`src/rtl/bcs_pkg.sv`:
```
`timescale 1ns/1ps
package bcs_pkg;
  localparam int unsigned NUM_TIMING = 7;
  localparam int unsigned NUM_SSC    = 2;
  localparam int unsigned NUM_DEF    = 4;
  localparam int unsigned NUM_REPEAT = 3;
  localparam int unsigned SWAP_IDX   = NUM_TIMING + NUM_SSC;
  localparam int unsigned DEF_IDX    = SWAP_IDX + 1;
  localparam int unsigned REPEAT_IDX = DEF_IDX + NUM_DEF;
  localparam int unsigned NUM_SET    = REPEAT_IDX + NUM_REPEAT;
  localparam int unsigned NUM_STEP   = 2 * NUM_SET + 2;

  localparam logic [7:0] TIMING_BASE = 8'h32;
  localparam logic [7:0] SSC_BASE    = 8'h39;
  localparam logic [7:0] SWAP_REG    = 8'h3B;
  localparam logic [7:0] DEF_BASE    = 8'h3C;
  localparam logic [7:0] REPEAT_REG  = 8'h06;
  localparam logic [7:0] FW_HALT     = 8'h01;
  localparam logic [7:0] FW_RUN      = 8'h00;

  typedef enum logic [1:0] {ST_IDLE, ST_ISSUE, ST_GAP, ST_SETTLE} seq_state_e;

  typedef struct packed {
    logic [7:0] cmd;
    logic [7:0] data;
  } bus_wr_t;

  function automatic logic [7:0] def_val(int unsigned i);
    case (i)
      0:       return 8'h06;
      1:       return 8'h38;
      2:       return 8'h73;
      3:       return 8'h33;
      default: return 8'h00;
    endcase
  endfunction

  function automatic logic [7:0] repeat_val(int unsigned i);
    case (i)
      0:       return 8'h90;
      1:       return 8'hB0;
      2:       return 8'h80;
      default: return 8'h00;
    endcase
  endfunction
endpackage

```
`src/rtl/bcs_step_rom.sv`:
```
`timescale 1ns/1ps
module bcs_step_rom
  import bcs_pkg::*;
#(
  parameter logic [7:0] FW_CTRL_CMD = 8'h6F,
  parameter logic [7:0] IDX_CMD     = 8'hF5,
  parameter logic [7:0] DATA_CMD    = 8'hF4,
  parameter int unsigned SW         = 6
) (
  input  logic [SW-1:0]             step_i,
  input  logic [8*NUM_TIMING-1:0]   timing_val_i,
  input  logic [8*NUM_SSC-1:0]      ssc_val_i,
  input  logic [7:0]                swap_val_i,
  output bus_wr_t                   wr_o
);
  localparam int unsigned LAST = NUM_STEP - 1;

  logic [7:0] set_reg [NUM_SET];
  logic [7:0] set_val [NUM_SET];

  for (genvar g = 0; g < NUM_TIMING; g++) begin : g_timing
    assign set_reg[g] = TIMING_BASE + 8'(g);
    assign set_val[g] = timing_val_i[8*g +: 8];
  end

  for (genvar g = 0; g < NUM_SSC; g++) begin : g_ssc
    assign set_reg[NUM_TIMING+g] = SSC_BASE + 8'(g);
    assign set_val[NUM_TIMING+g] = ssc_val_i[8*g +: 8];
  end

  assign set_reg[SWAP_IDX] = SWAP_REG;
  assign set_val[SWAP_IDX] = swap_val_i;

  for (genvar g = 0; g < NUM_DEF; g++) begin : g_def
    assign set_reg[DEF_IDX+g] = DEF_BASE + 8'(g);
    assign set_val[DEF_IDX+g] = def_val(g);
  end

  for (genvar g = 0; g < NUM_REPEAT; g++) begin : g_rep
    assign set_reg[REPEAT_IDX+g] = REPEAT_REG;
    assign set_val[REPEAT_IDX+g] = repeat_val(g);
  end

  // step 0 halts, last step restarts, odd/even steps in between are index/data
  logic [SW-1:0] rel;
  logic [SW-2:0] sel;
  assign rel = step_i - SW'(1);
  assign sel = rel[SW-1:1];

  always_comb begin
    wr_o.cmd  = FW_CTRL_CMD;
    wr_o.data = FW_HALT;
    if (step_i == SW'(LAST)) begin
      wr_o.data = FW_RUN;
    end else if (step_i != '0) begin
      if (!rel[0]) begin
        wr_o.cmd  = IDX_CMD;
        wr_o.data = set_reg[sel];
      end else begin
        wr_o.cmd  = DATA_CMD;
        wr_o.data = set_val[sel];
      end
    end
  end
endmodule

```
`src/rtl/bcs_settle_timer.sv`:
```
`timescale 1ns/1ps
module bcs_settle_timer #(
  parameter int unsigned SETTLE_MS = 60
) (
  input  logic clk_i,
  input  logic rst_ni,
  input  logic run_i,
  input  logic tick_i,
  output logic expired_o
);
  localparam int unsigned CW = (SETTLE_MS > 1) ? $clog2(SETTLE_MS) : 1;

  logic [CW-1:0] cnt_q;

  always_ff @(posedge clk_i or negedge rst_ni) begin
    if (!rst_ni)        cnt_q <= '0;
    else if (!run_i)    cnt_q <= '0;
    else if (tick_i)    cnt_q <= cnt_q + CW'(1);
  end

  assign expired_o = run_i && tick_i && (cnt_q == CW'(SETTLE_MS - 1));
endmodule

```
`src/rtl/bcs_ctrl.sv`:
```
`timescale 1ns/1ps
module bcs_ctrl
  import bcs_pkg::*;
#(
  parameter int unsigned SW = 6
) (
  input  logic          clk_i,
  input  logic          rst_ni,
  input  logic          start_i,
  input  logic          ack_i,
  input  logic          nack_i,
  input  logic          settled_i,
  output logic [SW-1:0] step_o,
  output logic          req_o,
  output logic          settle_run_o,
  output logic          busy_o,
  output logic          done_o,
  output logic          err_o
);
  localparam int unsigned LAST = NUM_STEP - 1;

  seq_state_e    state_q;
  logic [SW-1:0] step_q;
  logic          done_q, err_q;

  always_ff @(posedge clk_i or negedge rst_ni) begin
    if (!rst_ni) begin
      state_q <= ST_IDLE;
      step_q  <= '0;
      done_q  <= 1'b0;
      err_q   <= 1'b0;
    end else begin
      done_q <= 1'b0;
      unique case (state_q)
        ST_IDLE: begin
          if (start_i) begin
            state_q <= ST_ISSUE;
            step_q  <= '0;
            err_q   <= 1'b0;
          end
        end
        ST_ISSUE: begin
          if (nack_i) begin
            state_q <= ST_IDLE;
            err_q   <= 1'b1;
          end else if (ack_i) begin
            step_q <= step_q + SW'(1);
            if (step_q == '0) begin
              state_q <= ST_SETTLE;
            end else if (step_q == SW'(LAST)) begin
              state_q <= ST_IDLE;
              done_q  <= 1'b1;
            end else begin
              state_q <= ST_GAP;
            end
          end
        end
        ST_GAP:    state_q <= ST_ISSUE;
        ST_SETTLE: if (settled_i) state_q <= ST_ISSUE;
        default:   state_q <= ST_IDLE;
      endcase
    end
  end

  assign step_o       = step_q;
  assign req_o        = (state_q == ST_ISSUE);
  assign settle_run_o = (state_q == ST_SETTLE);
  assign busy_o       = (state_q != ST_IDLE);
  assign done_o       = done_q;
  assign err_o        = err_q;
endmodule

```
`src/rtl/bridge_cfg_seq.sv`:
```
`timescale 1ns/1ps
module bridge_cfg_seq
  import bcs_pkg::*;
#(
  parameter int unsigned SETTLE_MS   = 60,
  parameter logic [7:0]  FW_CTRL_CMD = 8'h6F,
  parameter logic [7:0]  IDX_CMD     = 8'hF5,
  parameter logic [7:0]  DATA_CMD    = 8'hF4
) (
  input  logic        clk_i,
  input  logic        rst_ni,
  input  logic        start_i,
  input  logic        tick_ms_i,
  input  logic [55:0] timing_val_i,
  input  logic [15:0] ssc_val_i,
  input  logic [7:0]  swap_val_i,
  output logic        wr_req_o,
  output logic [7:0]  wr_cmd_o,
  output logic [7:0]  wr_data_o,
  input  logic        wr_ack_i,
  input  logic        wr_nack_i,
  output logic        busy_o,
  output logic        done_o,
  output logic        err_o
);
  localparam int unsigned SW = $clog2(NUM_STEP);

  logic [SW-1:0] step;
  logic          settle_run, settled;
  bus_wr_t       wr;

  bcs_ctrl #(.SW(SW)) u_ctrl (
    .clk_i        (clk_i),
    .rst_ni       (rst_ni),
    .start_i      (start_i),
    .ack_i        (wr_ack_i),
    .nack_i       (wr_nack_i),
    .settled_i    (settled),
    .step_o       (step),
    .req_o        (wr_req_o),
    .settle_run_o (settle_run),
    .busy_o       (busy_o),
    .done_o       (done_o),
    .err_o        (err_o)
  );

  bcs_settle_timer #(.SETTLE_MS(SETTLE_MS)) u_timer (
    .clk_i     (clk_i),
    .rst_ni    (rst_ni),
    .run_i     (settle_run),
    .tick_i    (tick_ms_i),
    .expired_o (settled)
  );

  bcs_step_rom #(
    .FW_CTRL_CMD (FW_CTRL_CMD),
    .IDX_CMD     (IDX_CMD),
    .DATA_CMD    (DATA_CMD),
    .SW          (SW)
  ) u_rom (
    .step_i       (step),
    .timing_val_i (timing_val_i),
    .ssc_val_i    (ssc_val_i),
    .swap_val_i   (swap_val_i),
    .wr_o         (wr)
  );

  assign wr_cmd_o  = wr.cmd;
  assign wr_data_o = wr.data;
endmodule

```
`config.mk`:
```
export PLATFORM = sky130hd
export DESIGN_NAME = bridge_cfg_seq
export DESIGN_NICKNAME = d
export VERILOG_FILES = /design/src/rtl/bcs_pkg.sv /design/src/rtl/bcs_step_rom.sv /design/src/rtl/bcs_settle_timer.sv /design/src/rtl/bcs_ctrl.sv /design/src/rtl/bridge_cfg_seq.sv
export SDC_FILE = /design/constraint.sdc
export NUM_CORES = 1
export LEC_CHECK = 0
export BUFFER_PORTS_ARGS = -buffer_cell sky130_fd_sc_hd__buf_2
export CORE_ASPECT_RATIO = 1.1
export CORE_MARGIN = 1.5
export CORE_UTILIZATION = 45
export DETAILED_ROUTE_END_ITERATION = 16
export PLACE_DENSITY = 0.8
export SETUP_SLACK_MARGIN = 0.15
export SYNTH_ARGS = -nofsm -noshare
export SYNTH_HDL_FRONTEND = slang
export SYNTH_SLANG_ARGS = --single-unit
```
`constraint.sdc`:
```
create_clock -name clk_i -period 3.1 [get_ports clk_i]
set_clock_uncertainty 0.15 [all_clocks]
set_input_delay 0 -clock clk_i [delete_from_list [all_inputs] [get_ports clk_i]]
set_output_delay 0 -clock clk_i [all_outputs]
set_load 0.1 [all_outputs]
```
## Word level (Yosys, flattened, before mapping)

Memory sizes are Yosys's and may differ from the RTL's.
Index checks and enable logic that the tools add are counted.

| word-level totals | value |
|---|---|
| register bits | 16 |
| memory bits (read-only) | 256 |
| output and inout bits | 20 |
| word-level logic and storage cells | 63 |
| memories kept | 1 |

| operators by class | value |
|---|---|
| $add $sub $neg | 3 |
| $lt $le $gt $ge | 1 |
| eq/ne operators | 12 |
| muxes and demuxes | 30 |
| bitwise logic cells | 1 |
| reduce and logical (&&, ||, !) cells | 10 |

Memory list:

| memory | words | width | read ports | clocked after memory_dff | wr ports | RTL line | source |
|---|---|---|---|---|---|---|---|
| (no name shown) | 32 | 8 | 1 | 0 | 0 | bcs_step_rom.sv:58 | `wr_o.data = set_reg[sel];` |

Operator list:

| operator | number |
|---|---|
| 2-to-1 mux 8 bit | 6 |
| binary-select mux 8 bit (select 5 bit) | 1 |
| 2-to-1 mux 6 bit | 5 |
| 2-to-1 mux 16 bit | 1 |
| adder 6 x 1 -> 6 bit (second input constant) | 2 |
| equality test 6 bit (second input constant) | 2 |
| 2-to-1 mux 2 bit | 6 |
| case mux 6 bit (2 select lines) | 1 |
| 2-to-1 mux 9 bit | 1 |
| != test 2 bit (second input constant) | 4 |
| case mux 2 bit (4 select lines) | 1 |
| 2-to-1 mux 1 bit | 7 |
| greater-or-equal comparator 6 bit (second input constant) | 1 |
| zero test 6 bit | 1 |
| NOT 5 -> 6 bit | 1 |
| AND reduction 3 bit | 2 |
| nonzero test 6 bit | 1 |
| subtractor 6 x 1 -> 6 bit (second input constant) | 1 |
| equality test 2 bit (second input constant) | 2 |
| != test 2 x 1 -> 1 bit (second input constant) | 2 |
| AND reduction 4 bit | 1 |
| nonzero test 2 bit | 2 |
| != test 3 x 1 -> 1 bit (second input constant) | 1 |
| equality test 2 x 1 -> 1 bit (second input constant) | 1 |
| other kinds (3) | 4 |

## Longest topological paths before layout

Gate-level depths: netlist (run 1).

| logic depth | value |
|---|---|
| depth in word-level cells | 8 |
| mapped depth | 9 |

## Cells and area by module

Synthesis (run 1) repeated with hierarchy kept, for this count alone.

| second synthesis, totals | value |
|---|---|
| cell total of the unflattened synthesis | 237 |
| area, all modules | 2085.8 um2 |

By module, submodules not included:

| module | instances | cells each | area each (um2) | sequential area each (um2) |
|---|---|---|---|---|
| bcs_step_rom | 1 | 151 | 1212.4 | 0.0 |
| bcs_ctrl | 1 | 57 | 551.8 | 250.2 |
| bcs_settle_timer | 1 | 29 | 321.6 | 150.1 |

## Worst setup path before layout (run 1)

OpenSTA, ideal clock, no wires.

| timing | value |
|---|---|
| kind | reg-to-output |
| start point | register u_ctrl.step_q[0], in the netlist u_ctrl.step_o[0] |
| end point | output port wr_data_o[6] |
| arrival time | 6.125 ns |
| required time | 2.950 ns |
| path slack | -3.175 ns |
| stages on the path, launching flop included | 8 |
| path buffers | 1 |
| path through | dfrtp_1 clkinv_1 ha_1 mux2i_1 nor2b_1 or2_2 clkbuf_1 a2111oi_1 |

| on the way | value |
|---|---|
| word-level cells in the longest chain between the ends | 8 |
| elaborated cells on any way between the ends | 13 |
| classes of those cells | add/sub (1); eq/ne (1); mux (8); bitwise (1); reduce/logical (1); memory (1) |

RTL lines:

| element | RTL line | source |
|---|---|---|
| from (decl) | bcs_ctrl.sv:23 | `logic [SW-1:0] step_q;` |
| from (signal assigned) | bcs_ctrl.sv:47 | `step_q <= step_q + SW'(1);` |
| subtractor 6 x 1 -> 6 bit | bcs_step_rom.sv:47 | `assign rel = step_i - SW'(1);` |
| NOT 5 -> 6 bit (implied by the code) | bcs_step_rom.sv:58, bcs_step_rom.sv:61 |  |
| memory (32 x 8 bit) or binary-select mux 8 bit (select 5 bit) (tied branches) | - |  |
| 2-to-1 mux 8 bit (on tied branches) (2 in a row) | bcs_step_rom.sv:58, bcs_step_rom.sv:61 |  |
| 2-to-1 mux 9 bit | bcs_step_rom.sv:56 | `if (!rel[0]) begin` |
| 2-to-1 mux 16 bit | bcs_step_rom.sv:55 | `end else if (step_i != '0) begin` |
| 2-to-1 mux 8 bit (*) | bcs_step_rom.sv:53 | `if (step_i == SW'(LAST)) begin` |
| to (decl) | bridge_cfg_seq.sv:19 | `output logic [7:0] wr_data_o,` |

Mark *: on every way between the ends. The rest lies on a longest branch, timed or not. The select of a mux whose other input is x is not followed.

## Worst setup path in the final report (run 1)

| timing | value |
|---|---|
| start point | register u_ctrl.step_q[1], in the netlist u_ctrl.step_o[1] |
| end point | output port wr_data_o[6] |

Same word-level chain as after synthesis.

==> results.txt, run 1 <==
met3 GRT Util - 5.736%
fillers - 354
Worst setup SP type - register
first-pass GRT wire length - 9.363 mm
GR Layer Usage met2 - 43.10%
sequential area share after synthesis - 20.40%
P&R area growth vs syn - 44.93%
root buffer cell - clkbuf_8
smallest hold slack - 0.04592 ns
global-route track usage on met1 - 32.03%
crit share post-route - 91.33%
Final ANT Viol Nets - 0
RSZ-0062 raised after global routing - no
average size of a mapped cell - 9.530 um2
post-route setup slack - 0.2689 ns
vias per cell - 5.743
# setup viols final - 0
Synth Instances - 206
Hold Path Class - primary input to asynchronous set/reset pin
Slew HR - 49.43%
largest delay contributor family on the critical path - buffers and inverters
Synth cell types - 58
HPWL after DPL - 4.466 mm
routed len/inst - 16.07 um
vias - 2119
Worst EP required - 2.95 ns
clock buffer count from CTS - 3
Post-synth EDFFs - 0
ant diodes - 0
Layout Cells excl Fill - 369
Final min period - 2.831 ns
H-tree level count - 1
PwrDens - 1218 nW/um2
Initial Utilization - 46.15%
ys flop type - dfrtp_1
Die W - 65.98 um
clock transition at the registers of the reported paths - 0.06 ns
Crit Path Category - register to primary output
largest net degree at the start of global routing - 34
core area - 4254 um2
clk_lat worst skew - 0.25 ns
Synth warnings - 0
overall routing resource usage - 25.22%
Leak - 1.306 nW
crit end category - primary output
CTS sink count - 16
Max Root-Sink Buffers - 2
Die ar. - 4768 um2
synthesized flop and latch total - 16
crit path cell chain - inv_2 > ha_4 > xnor2_4 > clkinv_4 > buf_4 > mux4_1 > mux2i_1 > a2111oi_2 > buf_4
Setup TNS - 0 ns
grt total ovfl - 0
DP Worst Slack - 0.2625 ns
worst path arrival time - 2.68 ns
initial antenna violation count - 0
outcome - finished clean
initial drt markers - 148
CTS tree - done
# IOs - 106
layout cells sized above 1 - 50.79%
gpl congestion - 0.8851
IO Port Bufs - 102
Pre-antenna DRT Iters - 4
row count - 25
CP max stage delay - 0.45 ns
Core Util, Final - 66.88%
Layout Nets - 406
Slew @ Worst Pin - 0.7480 ns
worst-path maximum fanout - 14
slowest cell on the critical path - dfrtp_2
Top cell by count, worst path - buf_4
DRC violation count after routing - 0
Final Hold Fails - 0
Routed WL - 5.930 mm
global route hottest layer - met2
asr flop ratio synth - 100.0%
# placed instances - 351
mapped cell area - 1963 um2
via count of the first global-routing pass - 2031
Buf+Inv Stages, Crit Path - 4
Peak VDD IR - 565.8 uV
die extent in y - 72.28 um
Highest Clock Rate - 0.3532 GHz
max-cap violations - 0
pins over their slew limit - 0
-- cell families after synthesis --
family | count (synthesis) | share of synthesized area (%)
buf+inv | 26 | 7.903
xor+xnor | 16 | 8.477
fa+ha+maj | 4 | 2.549
mux | 24 | 24.41
compound gates | 49 | 17.27
other cells | 1 | 0.1910
simple gates | 70 | 18.80
flops | 16 | 20.39
-- synth_stat cells, types with 3 or more instances --
cell,n,area share [%]
a21oi_1,12,3.1
buf_2,4,1.0
a31oi_1,3,0.96
buf_4,5,1.9
inv_1,6,1.1
nor3_1,4,1.0
nand3_1,4,1.0
or3_1,5,1.6
dfrtp_1,16,20
ha_1,4,2.5
o21ai_0,12,3.1
nor2_1,19,3.6
nand2_1,14,2.7
nand4_1,4,1.3
clkbuf_1,5,0.96
xnor2_1,4,1.8
mux4_1,9,12
nand2b_1,3,0.96
xor2_1,10,4.5
mux2i_1,4,2.0
mux4_2,7,8.0
mux2_2,4,2.3
nand3b_1,3,1.1
-- worst reg2reg max path, stage by stage (launching register included) --
cell	delay [ns]
dfrtp_2	0.45
inv_2	0.11
ha_4	0.20
or3b_4	0.45
or3_1	0.39
a211o_1	0.33
nand3b_1	0.10
dlygate4sd3_1	0.55
-- per-layer routing --
| layer | vias to the layer above | wire length [um] |
|---|---|---|
| met5 | - | 0 |
| met4 | 0 | 95 |
| met3 | 14 | 370 |
| met2 | 87 | 3094 |
| met1 | 1015 | 2370 |
| li1 | 1003 | - |
-- worst paths after layout --
path	cells past startpoint	endpoint	slack, ns	start
setup / recovery	9	wr_data_o[6]	0.27	u_ctrl.step_o[1]
hold / removal	2	u_ctrl.done_o	0.05	rst_ni
setup reg to reg	7	u_ctrl.state_q[0]	0.32	u_ctrl.step_o[1]
hold reg to reg	2	u_ctrl.err_o	0.37	u_ctrl.err_o
max in group asynchronous	2	u_ctrl.step_o[0]	2.47	rst_ni
min in group clk_i	3	u_ctrl.done_o	0.07	wr_ack_i
-- power breakdown --
group          switching, mW  internal, mW  leakage (nW)
Sequential            0.0523         0.244         0.212
Clock                 0.0749         0.113        0.0288
Combinational           1.95          1.03          1.07
Total                   2.08          1.39          1.31
-- final cells by class --
| cell class | count | area [um2] | share of cell area [%] |
|---|---|---|---|
| repair buffers | 120 | 706.9 | 24.85 |
| inverters | 9 | 43.79 | 1.539 |
| clock buffers | 4 | 55.05 | 1.935 |
| multi-input cells | 166 | 1568 | 55.10 |
| well taps | 54 | 67.56 | 2.375 |
| flip-flops and latches | 16 | 404.1 | 14.20 |
-- sequential cells by signal, indices dropped and copies added, names as in the netlist --
signal,cells
u_timer.cnt_q,6
u_ctrl.step_o,6
u_ctrl.state_q,2
u_ctrl.err_o,1
u_ctrl.done_o,1
-- what timing repair did --
action                     CTS  global route
setup endpoints to repair    8             8
hold endpoints to repair    27             0
hold buffers                 5             0
setup buffers                1             8
pin swaps                    0             2
resized for setup           10             9
-- layout by cell type (no fill, tap or decap), types with 2 or more instances in the layout --
cell type and n:
buf_2 94, nor2_1 19, buf_4 17, nand2_1 14, dfrtp_1 13, o21ai_0 11, a21oi_1 11, mux4_1 9
xor2_1 9, mux4_2 7, or3_1 5, inv_1 5, dlygate4sd3_1 5, mux2i_1 4, nor3_1 4, nand3_1 4
mux2_2 4, nand4_1 4, clkbuf_8 4, nand2b_1 3, a31oi_1 3, nand3b_1 3, ha_1 3, conb_1 3
dfrtp_2 3, clkinv_4 2, xnor2_4 2, inv_2 2, or2_2 2, xnor2_2 2, xnor2_1 2, o2111ai_1 2
nor3b_1 2, o31a_1 2, and3_1 2, buf_12 2
-- per-stage QoR --
stage	total power [mW]	instance area, um2
6_report	3.466	2845
5_1_grt	3.646	2845
4_1_cts	3.317	2758
3_5_place_dp	3.030	2605
3_3_place_gp	3.004	2605
2_1_floorplan	2.616	2090
No activity file was read; power rests on OpenSTA's default activity.
==> run 2: changes to the inputs <==
--- a/config.mk
+++ b/config.mk
@@ -9,3 +9,3 @@
 export CORE_ASPECT_RATIO = 1.1
-export CORE_MARGIN = 1.5
+export CORE_MARGIN = 2
 export CORE_UTILIZATION = 45
--- a/constraint.sdc
+++ b/constraint.sdc
@@ -4,2 +4,2 @@
 set_output_delay 0 -clock clk_i [all_outputs]
-set_load 0.1 [all_outputs]
+set_load 0.005 [all_outputs]
==> results.txt, run 2 (same netlist as run 1, synthesis figures left out) <==
crit share post-route - 90.78% (was 91.33%)
clock buffer count from CTS - 3 (unchanged)
row count - 25 (unchanged)
HPWL after DPL - 4.712 mm (was 4.466 mm)
Critical R2R Capture - u_ctrl.state_q[0] (unchanged)
vias per cell - 5.784 (was 5.743)
Buf+Inv Stages, Crit Path - 3 (was 4)
layout cells sized above 1 - 45.19% (was 50.79%)
leading cell type in the layout, fill and taps excluded - buf_2 (unchanged)
Layout Nets - 404 (was 406)
core area - 4254 um2 (unchanged)
internal power - 1.200 mW (was 1.386 mW)
CTS tree - done (unchanged)
H-tree level count - 1 (unchanged)
CTS sink count - 16 (unchanged)
P&R area growth vs syn - 34.86% (was 44.93%)
Routed WL - 6.228 mm (was 5.930 mm)
footprint of the multi-input gates - 1449 um2 (was 1568 um2)
Slew HR - 52.13% (was 49.43%)
Highest Clock Rate - 0.3553 GHz (was 0.3532 GHz)
Hold Path Class - primary input to register (was primary input to asynchronous set/reset pin)
Switch Pwr - 1.039 mW (was 2.080 mW)
Die ar. - 4908 um2 (was 4768 um2)
CP max stage delay - 0.56 ns (was 0.45 ns)
# setup viols final - 0 (unchanged)
leading cell types in the layout, fill and taps excluded - 102 x buf_2, 19 x nor2_1, 15 x dfrtp_1 (was 94 x buf_2, 19 x nor2_1, 17 x buf_4)
Slew @ Worst Pin - 0.7081 ns (was 0.7480 ns)
worst path arrival time - 2.66 ns (was 2.68 ns)
vias - 2117 (was 2119)
Leak - 1.258 nW (was 1.306 nW)
Hold Path Stages - 3
Final Instance Area - 2648 um2 (was 2845 um2)
IO Port Bufs - 102 (unchanged)
Final ANT Viol Nets - 0 (unchanged)
largest net degree at the start of global routing - 24 (was 34)
ant diodes - 0 (unchanged)
max-cap violations - 0 (unchanged)
# IOs - 106 (unchanged)
Initial Utilization - 46.15% (unchanged)
Max Root-Sink Buffers - 2 (unchanged)
clock transition at the registers of the reported paths - 0.06 ns (about the same)
Crit Path Category - register to primary output (unchanged)
gpl congestion - 0.8709 (was 0.8851)
outcome - finished clean (unchanged)
pins over their slew limit - 0 (unchanged)
initial antenna violation count - 0 (unchanged)
crit end category - primary output (unchanged)
# placed instances - 355 (was 351)
clk_lat worst skew - 0.25 ns (about the same)
Setup TNS - 0 ns (unchanged)
total power - 2.239 mW (was 3.466 mW)
slowest cell on the critical path - mux4_1 (was dfrtp_2)
fillers - 386 (was 354)
PwrDens - 845.8 nW/um2 (was 1218 nW/um2)
RSZ-0062 raised after global routing - no (unchanged)
worst r2r path cells - 7 (unchanged)
Final min period - 2.814 ns (was 2.831 ns)
combinational share of power - 80.2% (was 86.0%)
sw frac - 46.41% (was 60.01%)
DRC violation count after routing - 0 (unchanged)
Die W - 66.98 um (was 65.98 um)
Clock Power Share - 7.0% (was 5.4%)
die extent in y - 73.28 um (was 72.28 um)
routed len/inst - 17.02 um (was 16.07 um)
Layout Cells excl Fill - 366 (was 369)
first-pass GRT wire length - 9.584 mm (was 9.363 mm)
via count of the first global-routing pass - 2046 (was 2031)
Peak VDD IR - 349.8 uV (was 565.8 uV)
Worst setup SP type - register (unchanged)
grt total ovfl - 0 (unchanged)
worst-path maximum fanout - 12 (was 14)
crit path cell chain - inv_1 > ha_4 > xnor2_2 > bufinv_8 > mux4_1 > mux2_2 > a21oi_1 > o32ai_1 > buf_2 (was inv_2 > ha_4 > xnor2_4 > clkinv_4 > buf_4 > mux4_1 > mux2i_1 > a2111oi_2 > buf_4)
RR Startpoint - u_ctrl.step_o[1] (unchanged)
initial drt markers - 167 (was 148)
post-placement cell area - 2490 um2 (was 2605 um2)
Worst EP required - 2.95 ns (about the same)
overall routing resource usage - 25.42% (was 25.22%)
Final Hold Fails - 0 (unchanged)
Pre-antenna DRT Iters - 4 (unchanged)
Core Util, Final - 62.24% (was 66.88%)
flip-flop and latch area - 401.6 um2 (was 404.1 um2)
r2r setup slk - 0.32 ns (about the same)
largest delay contributor family on the critical path - multiplexers (was buffers and inverters)
hold path endpoint - u_ctrl.done_o
sequential share of power - 12.9% (was 8.6%)
HP Start - wr_ack_i
root buffer cell - clkbuf_8 (unchanged)
[run 2: how the worst max path moves through the flow]
stage | startpoint | to | slack (ns) | cells past startpoint
floorplan | u_ctrl.step_o[0] | wr_data_o[0] | 0.52 | 9
global placement | u_ctrl.step_o[1] | wr_data_o[3] | 0.36 | 9
detailed placement | u_ctrl.step_o[1] | wr_data_o[3] | 0.27 | 9
CTS | u_ctrl.step_o[1] | wr_data_o[1] | 0.19 | 8
global route | u_ctrl.step_o[0] | wr_data_o[3] | 0.16 | 9
finish | u_ctrl.step_o[1] | wr_data_o[3] | 0.29 | 9
[run 2: per-stage QoR]
step	hold slack (ns)	setup slack [ns]
after floorplan	-0.4456	0.5181
after global placement	-0.2249	0.3641
after detailed placement	-0.2197	0.2723
after CTS	0.04644	0.1900
after global routing	0.07967	0.1590
final	0.06318	0.2858
[run 2: metal layers]
metal	GRT usage (%)	vias to the layer above	wire, um
met5	0	-	0
met4	7.029	0	96
met3	3.828	12	363
met2	45.67	86	3271
met1	31.56	1026	2496
li1	-	993	-
[run 2: what timing repair did]
action                     in CTS  in global routing
hold endpoints to repair       25                  0
buffers inserted                0                  2
hold buffers                    5                  0
gates cloned                    0                  1
gates resized for setup         3                  7
setup endpoints to repair       7                  8
[run 2: worst min-delay path, delay by kind of cell]
kind,cells,cell delay (ns)
simple gates,2,0.32
buf+inv,1,0.11
[run 2: cell type report]
type | count | area share [%]
clock buffer | 3 | 1.560
tap | 54 | 2.552
timing repair buffer | 117 | 24.01
multi-input combinational | 166 | 54.73
inverter | 9 | 1.796
timing repair inverter | 1 | 0.1890
sequential | 16 | 15.17
[run 2: power by group through the flow]
stage	logic (mW)	registers (mW)	clock network (mW)
final	1.80	0.288	0.156
after global routing	1.94	0.294	0.167
after CTS	1.69	0.289	0.159
after detailed placement	1.65	0.293	0
after global placement	1.62	0.290	0
after floorplan	1.25	0.285	0
